[src/rtl/pmp_pkg.sv]
package pmp_pkg;

    localparam int CSR_IDX_W  = 6;
    localparam int ADDR_BASE  = 16;
    localparam int WORD_W     = 32;
    localparam int PHYS_W     = 34;
    localparam int PER_WORD   = 4;

    localparam logic [1:0] PRIV_M = 2'd3;

    typedef enum logic [1:0] {
        MODE_OFF   = 2'd0,
        MODE_TOR   = 2'd1,
        MODE_NA4   = 2'd2,
        MODE_NAPOT = 2'd3
    } pmp_mode_e;

    typedef enum logic [1:0] {
        ACC_READ  = 2'd0,
        ACC_WRITE = 2'd1,
        ACC_EXEC  = 2'd2,
        ACC_NONE  = 2'd3
    } pmp_acc_e;

    typedef struct packed {
        logic      lock;
        logic [1:0] rsvd;
        pmp_mode_e mode;
        logic      x;
        logic      w;
        logic      r;
    } pmp_cfg_t;

    // Clear reserved bits of an incoming config byte.
    function automatic pmp_cfg_t cfg_from_byte(input logic [7:0] b);
        pmp_cfg_t c;
        c      = pmp_cfg_t'(b);
        c.rsvd = 2'b00;
        return c;
    endfunction

    // Bits of a power-of-two address register that must compare equal.
    function automatic logic [WORD_W-1:0] napot_care(input logic [WORD_W-1:0] a);
        return ~(a ^ (a + 1'b1));
    endfunction

    // Right granted for one access type from an {x,w,r} triple.
    function automatic logic right_ok(input logic [2:0] xwr, input pmp_acc_e acc);
        case (acc)
            ACC_READ:  return xwr[0];
            ACC_WRITE: return xwr[1];
            ACC_EXEC:  return xwr[2];
            default:   return 1'b0;
        endcase
    endfunction

endpackage

[src/rtl/pmp_csr_file.sv]
module pmp_csr_file
    import pmp_pkg::*;
#(
    parameter int NUM_ENTRIES = 16
) (
    input  logic                              clk,
    input  logic                              rst,
    input  logic                              csr_we,
    input  logic [CSR_IDX_W-1:0]              csr_idx,
    input  logic [WORD_W-1:0]                 csr_wdata,
    output logic [WORD_W-1:0]                 csr_rdata,
    output pmp_cfg_t [NUM_ENTRIES-1:0]        cfg_o,
    output logic [NUM_ENTRIES-1:0][WORD_W-1:0] addr_o,
    output logic                              any_lock_o
);

    localparam int CFG_WORDS = (NUM_ENTRIES + PER_WORD - 1) / PER_WORD;

    pmp_cfg_t [NUM_ENTRIES-1:0]         cfg_q;
    logic [NUM_ENTRIES-1:0][WORD_W-1:0] addr_q;
    logic [NUM_ENTRIES-1:0]             addr_frozen;

    for (genvar i = 0; i < NUM_ENTRIES; i++) begin : g_entry
        localparam int WIDX = i / PER_WORD;
        localparam int BOFS = 8 * (i % PER_WORD);

        logic cfg_hit;
        logic addr_hit;
        assign cfg_hit  = csr_we && (csr_idx == CSR_IDX_W'(WIDX));
        assign addr_hit = csr_we && (csr_idx == CSR_IDX_W'(ADDR_BASE + i));

        if (i < NUM_ENTRIES - 1) begin : g_nb
            assign addr_frozen[i] = cfg_q[i].lock ||
                                    (cfg_q[i+1].lock && (cfg_q[i+1].mode == MODE_TOR));
        end else begin : g_last
            assign addr_frozen[i] = cfg_q[i].lock;
        end

        always_ff @(posedge clk) begin
            if (rst) begin
                cfg_q[i]  <= '0;
                addr_q[i] <= '0;
            end else begin
                if (cfg_hit && !cfg_q[i].lock)
                    cfg_q[i] <= cfg_from_byte(csr_wdata[BOFS +: 8]);
                if (addr_hit && !addr_frozen[i])
                    addr_q[i] <= csr_wdata;
            end
        end

        // a locked entry keeps its config and address
        p_cfg_hold_r10: assert property (@(posedge clk) disable iff (rst)
            cfg_q[i].lock |=> $stable(cfg_q[i]));
        p_addr_hold_r10: assert property (@(posedge clk) disable iff (rst)
            cfg_q[i].lock |=> $stable(addr_q[i]));

        if (i < NUM_ENTRIES - 1) begin : g_tor_chk
            // a locked top-of-range neighbour freezes this address
            p_tor_prev_hold_r11: assert property (@(posedge clk) disable iff (rst)
                (cfg_q[i+1].lock && cfg_q[i+1].mode == MODE_TOR) |=> $stable(addr_q[i]));
        end
    end

    always_comb begin
        csr_rdata = '0;
        for (int i = 0; i < NUM_ENTRIES; i++) begin
            if (csr_idx == CSR_IDX_W'(i / PER_WORD))
                csr_rdata[8*(i%PER_WORD) +: 8] = cfg_q[i];
            if (csr_idx == CSR_IDX_W'(ADDR_BASE + i))
                csr_rdata = addr_q[i];
        end
    end

    always_comb begin
        any_lock_o = 1'b0;
        for (int i = 0; i < NUM_ENTRIES; i++)
            any_lock_o = any_lock_o | cfg_q[i].lock;
    end

    assign cfg_o  = cfg_q;
    assign addr_o = addr_q;

    // reserved config bits never read back as one
    p_rsvd_read_zero_r2: assert property (@(posedge clk) disable iff (rst)
        (csr_idx < CSR_IDX_W'(CFG_WORDS)) |-> ((csr_rdata & 32'h6060_6060) == '0));

endmodule

[config.mk]
export PLATFORM = sky130hd
export DESIGN_NAME = pmp_csr_file
export DESIGN_NICKNAME = d
export VERILOG_FILES = /design/src/rtl/pmp_pkg.sv /design/src/rtl/pmp_csr_file.sv
export SDC_FILE = /design/constraint.sdc
export NUM_CORES = 1
export LEC_CHECK = 0
export BUFFER_PORTS_ARGS = -buffer_cell sky130_fd_sc_hd__buf_2
export CAP_MARGIN = 20
export CORE_AREA = 8 8 270 272
export DETAILED_ROUTE_END_ITERATION = 8
export DIE_AREA = 0 0 278 280
export GPL_TIMING_DRIVEN = 0
export PLACE_DENSITY_LB_ADDON = 0.1
export SYNTH_ARGS = -nofsm -noshare
export SYNTH_HDL_FRONTEND = slang
export SYNTH_SLANG_ARGS = --single-unit
[constraint.sdc]
create_clock -name clk -period 6.93 [get_ports clk]
set_input_delay 2.079 -clock clk [delete_from_list [all_inputs] [get_ports clk]]
set_output_delay 2.079 -clock clk [all_outputs]
set_load 0.05 [all_outputs]
==> metrics.md <==
| Metric | Value |
|---|---|
| Row count | 97 |
| Wire per inst | 34.2 um |
| Min setup slack post-route | -224 ps |
| Vias | 34,000 |
| GP Congestion | 1.06 |
| GRT overflow | 0 |
| Post-layout min period | 7150 ps |
| Cell area power density | around 230 mW/mm^2 |
| Fillers | 7,113 |
| Fin area | 0.0349 sq mm |
| Highest clock rate | 140 MHz |
| CP Cell Sequence | buf_2 -> buf_4 -> buf_4 -> clkbuf_4 -> mux2i_1 -> o21ai_0 -> o311ai_0 -> o21ai_0 -> buf_2 |
| Placed cells | 5,221 |
| Post-Route Skew | 26.0 ps |
| Worst min path class | reg2reg |
| Post-Syn Area | approximately 0.028 sq mm |
| Cell Area, Placed | roughly 0.032 sq mm |
| Largest net degree at the start of global routing | 13 |
| Hpwl dp | roughly 140 mm |
| EDFF count, synth | 0 |
| Clock Latency Late Sink | about 640 ps |
| Multi-input gate area | 0.0139 sq mm |
| Hold Fails Final Rpt | 0 |
| Die Area | ~0.078 sq mm |
| Drt via density | 6.35 |
| Final critical-path share of the clock period | 1.03 |
| FF/Latch Area | 0.0122 sq mm |
| Worst Tran Pin Value | 1150 ps |
| Clock Path Buffers | 3 |
| Total power | 8.03 mW |
| DRC | 0 |
| Finished Layout Cells | 5,355 |
| Leak | 14.6 nW |
| Sink Count | 608 |
| Critical Path RT | 4850 ps |
| Crit Path Category | in2out |
| VDD IR max | 0.000169 V |
| CP max stage delay | 570 ps |
| Area leader, netlist | dfxtp_1 |
| Io pins | 714 |
| Async set or reset register ratio after synthesis | 0 |
| Crit-path max FO | 10 |
| Total wire length | 183 mm |
| Status | complete, but fails checks |
| Vias in the first global route | 30,400 |
| Failing checks | setup timing |
| CTS clock-pin slew for the worst setup and hold paths | 60 ps |
| Share of cells above drive strength 1 | 0.235 |
| Final number of setup-violating endpoints | 27 |
| Arr. time, crit path | 5070 ps |
| Seq/Total Area, Yosys | 0.440 |
| P&R area growth vs syn | 26.2% |
| PortBufs | 645 |
| Initial antenna violation count | 6 |
| Startpoint class of the critical path | primary input |
| # Max-Cap Violations | 0 |
| Syn Inst Count | 3,650 |
| DR iter-0 viols | about 5,800 |
| Final core occ | 0.506 |
| Top-area cell type share of the netlist area | 0.440 |
| Htree depth | 3 |
| DR pass1 iterations | 6 |
| Overall Global Routing Usage | 0.441 |
| Rel. slew slack | 0.233 |
| Synth unique cells | 79 |
| Ys flop type | dfxtp_1 |
| Top area cells in the synthesized netlist | dfxtp_1 44%, nand2_1 15%, a21oi_1 12%, mux2i_1 3.5%, clkbuf_1 3.1% |
| Hold buffer count at cts | 0 |
| Avg Cell Area, Syn | 7.57 sq um |
| Final slew viol count | 0 |
| Die height | around 280 um |
| Starting Density | 0.401 |
| First-pass GRT wire length | 245 mm |
| CP Capture Type | primary output |
| Layout Nets | between 4,000 and 5,000 |
| ANT nets after route | 0 |
| #FFs+latches synth | between 600 and 700 |
| Die W | 278 um |
| Area of the core | 0.0689 sq mm |
| CTS Buf Count | 70 |
| Critical path's slowest cell | o21ai_0 |
| CTS Root Buffer Type | clkbuf_16 |
| Synth warnings | 0 |
| RSZ-0062 raised after global routing | yes |
| CTS tree | done |
## layout make-up
type	instances	share of cell area
diodes	3	0.000215
repair buffers	657	0.0960
clock buffers	106	0.0602
clock inverters	18	0.00394
plain buffers	391	0.0577
inverters	17	0.00183
well taps	891	0.0319
multi-input cells	2664	0.399
flip-flops and latches	608	0.349
## synth_stat cells, types with 10 or more instances
cell type and count:
o2bb2ai_1 16, o221ai_1 24, buf_4 38, a31oi_1 18, a221o_1 10, inv_1 17
buf_2 88, o2111ai_1 13, o21ai_0 104, o2111a_1 10, a221oi_1 25, nor3_1 26
mux2i_1 97, nand3_1 37, dfxtp_1 608, a222oi_1 11, a22oi_1 42, clkbuf_1 231
mux4_2 10, buf_6 12, nor2_1 150, o22ai_1 54, mux2_2 16, buf_1 23
nand2_1 1137, and3_1 10, a211oi_1 21, a21oi_1 645
## layout by cell type (no fill, tap or decap), types with 32 or more instances in the layout
| master | n |
|---|---|
| nand3_1 | 36 |
| mux2i_1 | 96 |
| clkbuf_1 | 211 |
| a22oi_1 | 42 |
| a21oi_1 | 640 |
| buf_4 | 66 |
| clkbuf_16 | 72 |
| conb_1 | 32 |
| o21ai_0 | 98 |
| dfxtp_1 | 608 |
| nand2_1 | 1130 |
| buf_2 | 705 |
| nor2_1 | 143 |
| o22ai_1 | 52 |
## worst max-delay path: cells and delay by family
family | cells | cell delay (ps)
buffers and inverters | 5 | 1750
muxes | 1 | 180
AOI/OAI and AO/OA | 3 | 1020
## power breakdown
part           leakage (nW)  internal (mW)  switching (mW)
sequential             4.90           3.51          0.0173
combinational          8.57          0.138           0.603
clock                  1.12           2.13            1.63
## cells by family (layout without fill, tap and decap cells)
| logic type | Yosys count | after routing | synth area share |
|---|---|---|---|
| compound gates | 1054 | 1054 | 0.225 |
| buf+inv | 409 | 1189 | 0.0679 |
| other cells | 1 | 35 | 0.000136 |
| simple gates | 1454 | 1454 | 0.217 |
| xor+xnor | 1 | 1 | 0.000317 |
| flops | 608 | 608 | 0.440 |
| mux | 123 | 123 | 0.0498 |
## layer usage
layer / GRT usage / up-vias / part of all wire / routed length [um]
met1: 0.538 / 16300 / 0.36 / 65100
met2: 0.656 / 2960 / 0.42 / 76500
met5: 0 / - / 0.00013 / 23
met3: 0.169 / 669 / 0.15 / 27500
met4: 0.264 / 4 / 0.077 / 14000
li1: - / 14000 / - / -
## flip-flops by register name, summed over array words and instances, names as in the netlist
| name | count |
|---|---|
| cfg_o | 96 |
| addr_o | 512 |
## metrics by stage
step | TNS, ps | hold slack (ps) | setup WS (ps)
after floorplan | 0 | 679 | 209
after global placement | -31030 | 453 | -1390
after detailed placement | -26720 | 455 | -1190
after CTS | -47.3 | 463 | -47.3
after global routing | -23.2 | 483 | -6.12
final | -1780 | 467 | -224
## timing repair
item                                    in CTS  in global routing
endpoints found under the setup margin      32                 24
resized for setup                          131                 51
pin swaps                                    4                  4
buffers inserted                             3                  3
## worst paths after layout
kind | to | slack (ps) | depth (start not counted) | from
worst max register to register | addr_o[360]$_SDFFE_PP0P_ | 4160 | 6 | cfg_o[103]$_SDFFE_PP0P_
worst max-delay path | csr_rdata[14] | -220 | 9 | csr_idx[1]
worst min register to register | addr_o[70]$_SDFFE_PP0P_ | 470 | 2 | addr_o[70]$_SDFFE_PP0P_
worst min-delay path | addr_o[70]$_SDFFE_PP0P_ | 470 | 2 | addr_o[70]$_SDFFE_PP0P_
(Power assumes the default switching activity.)
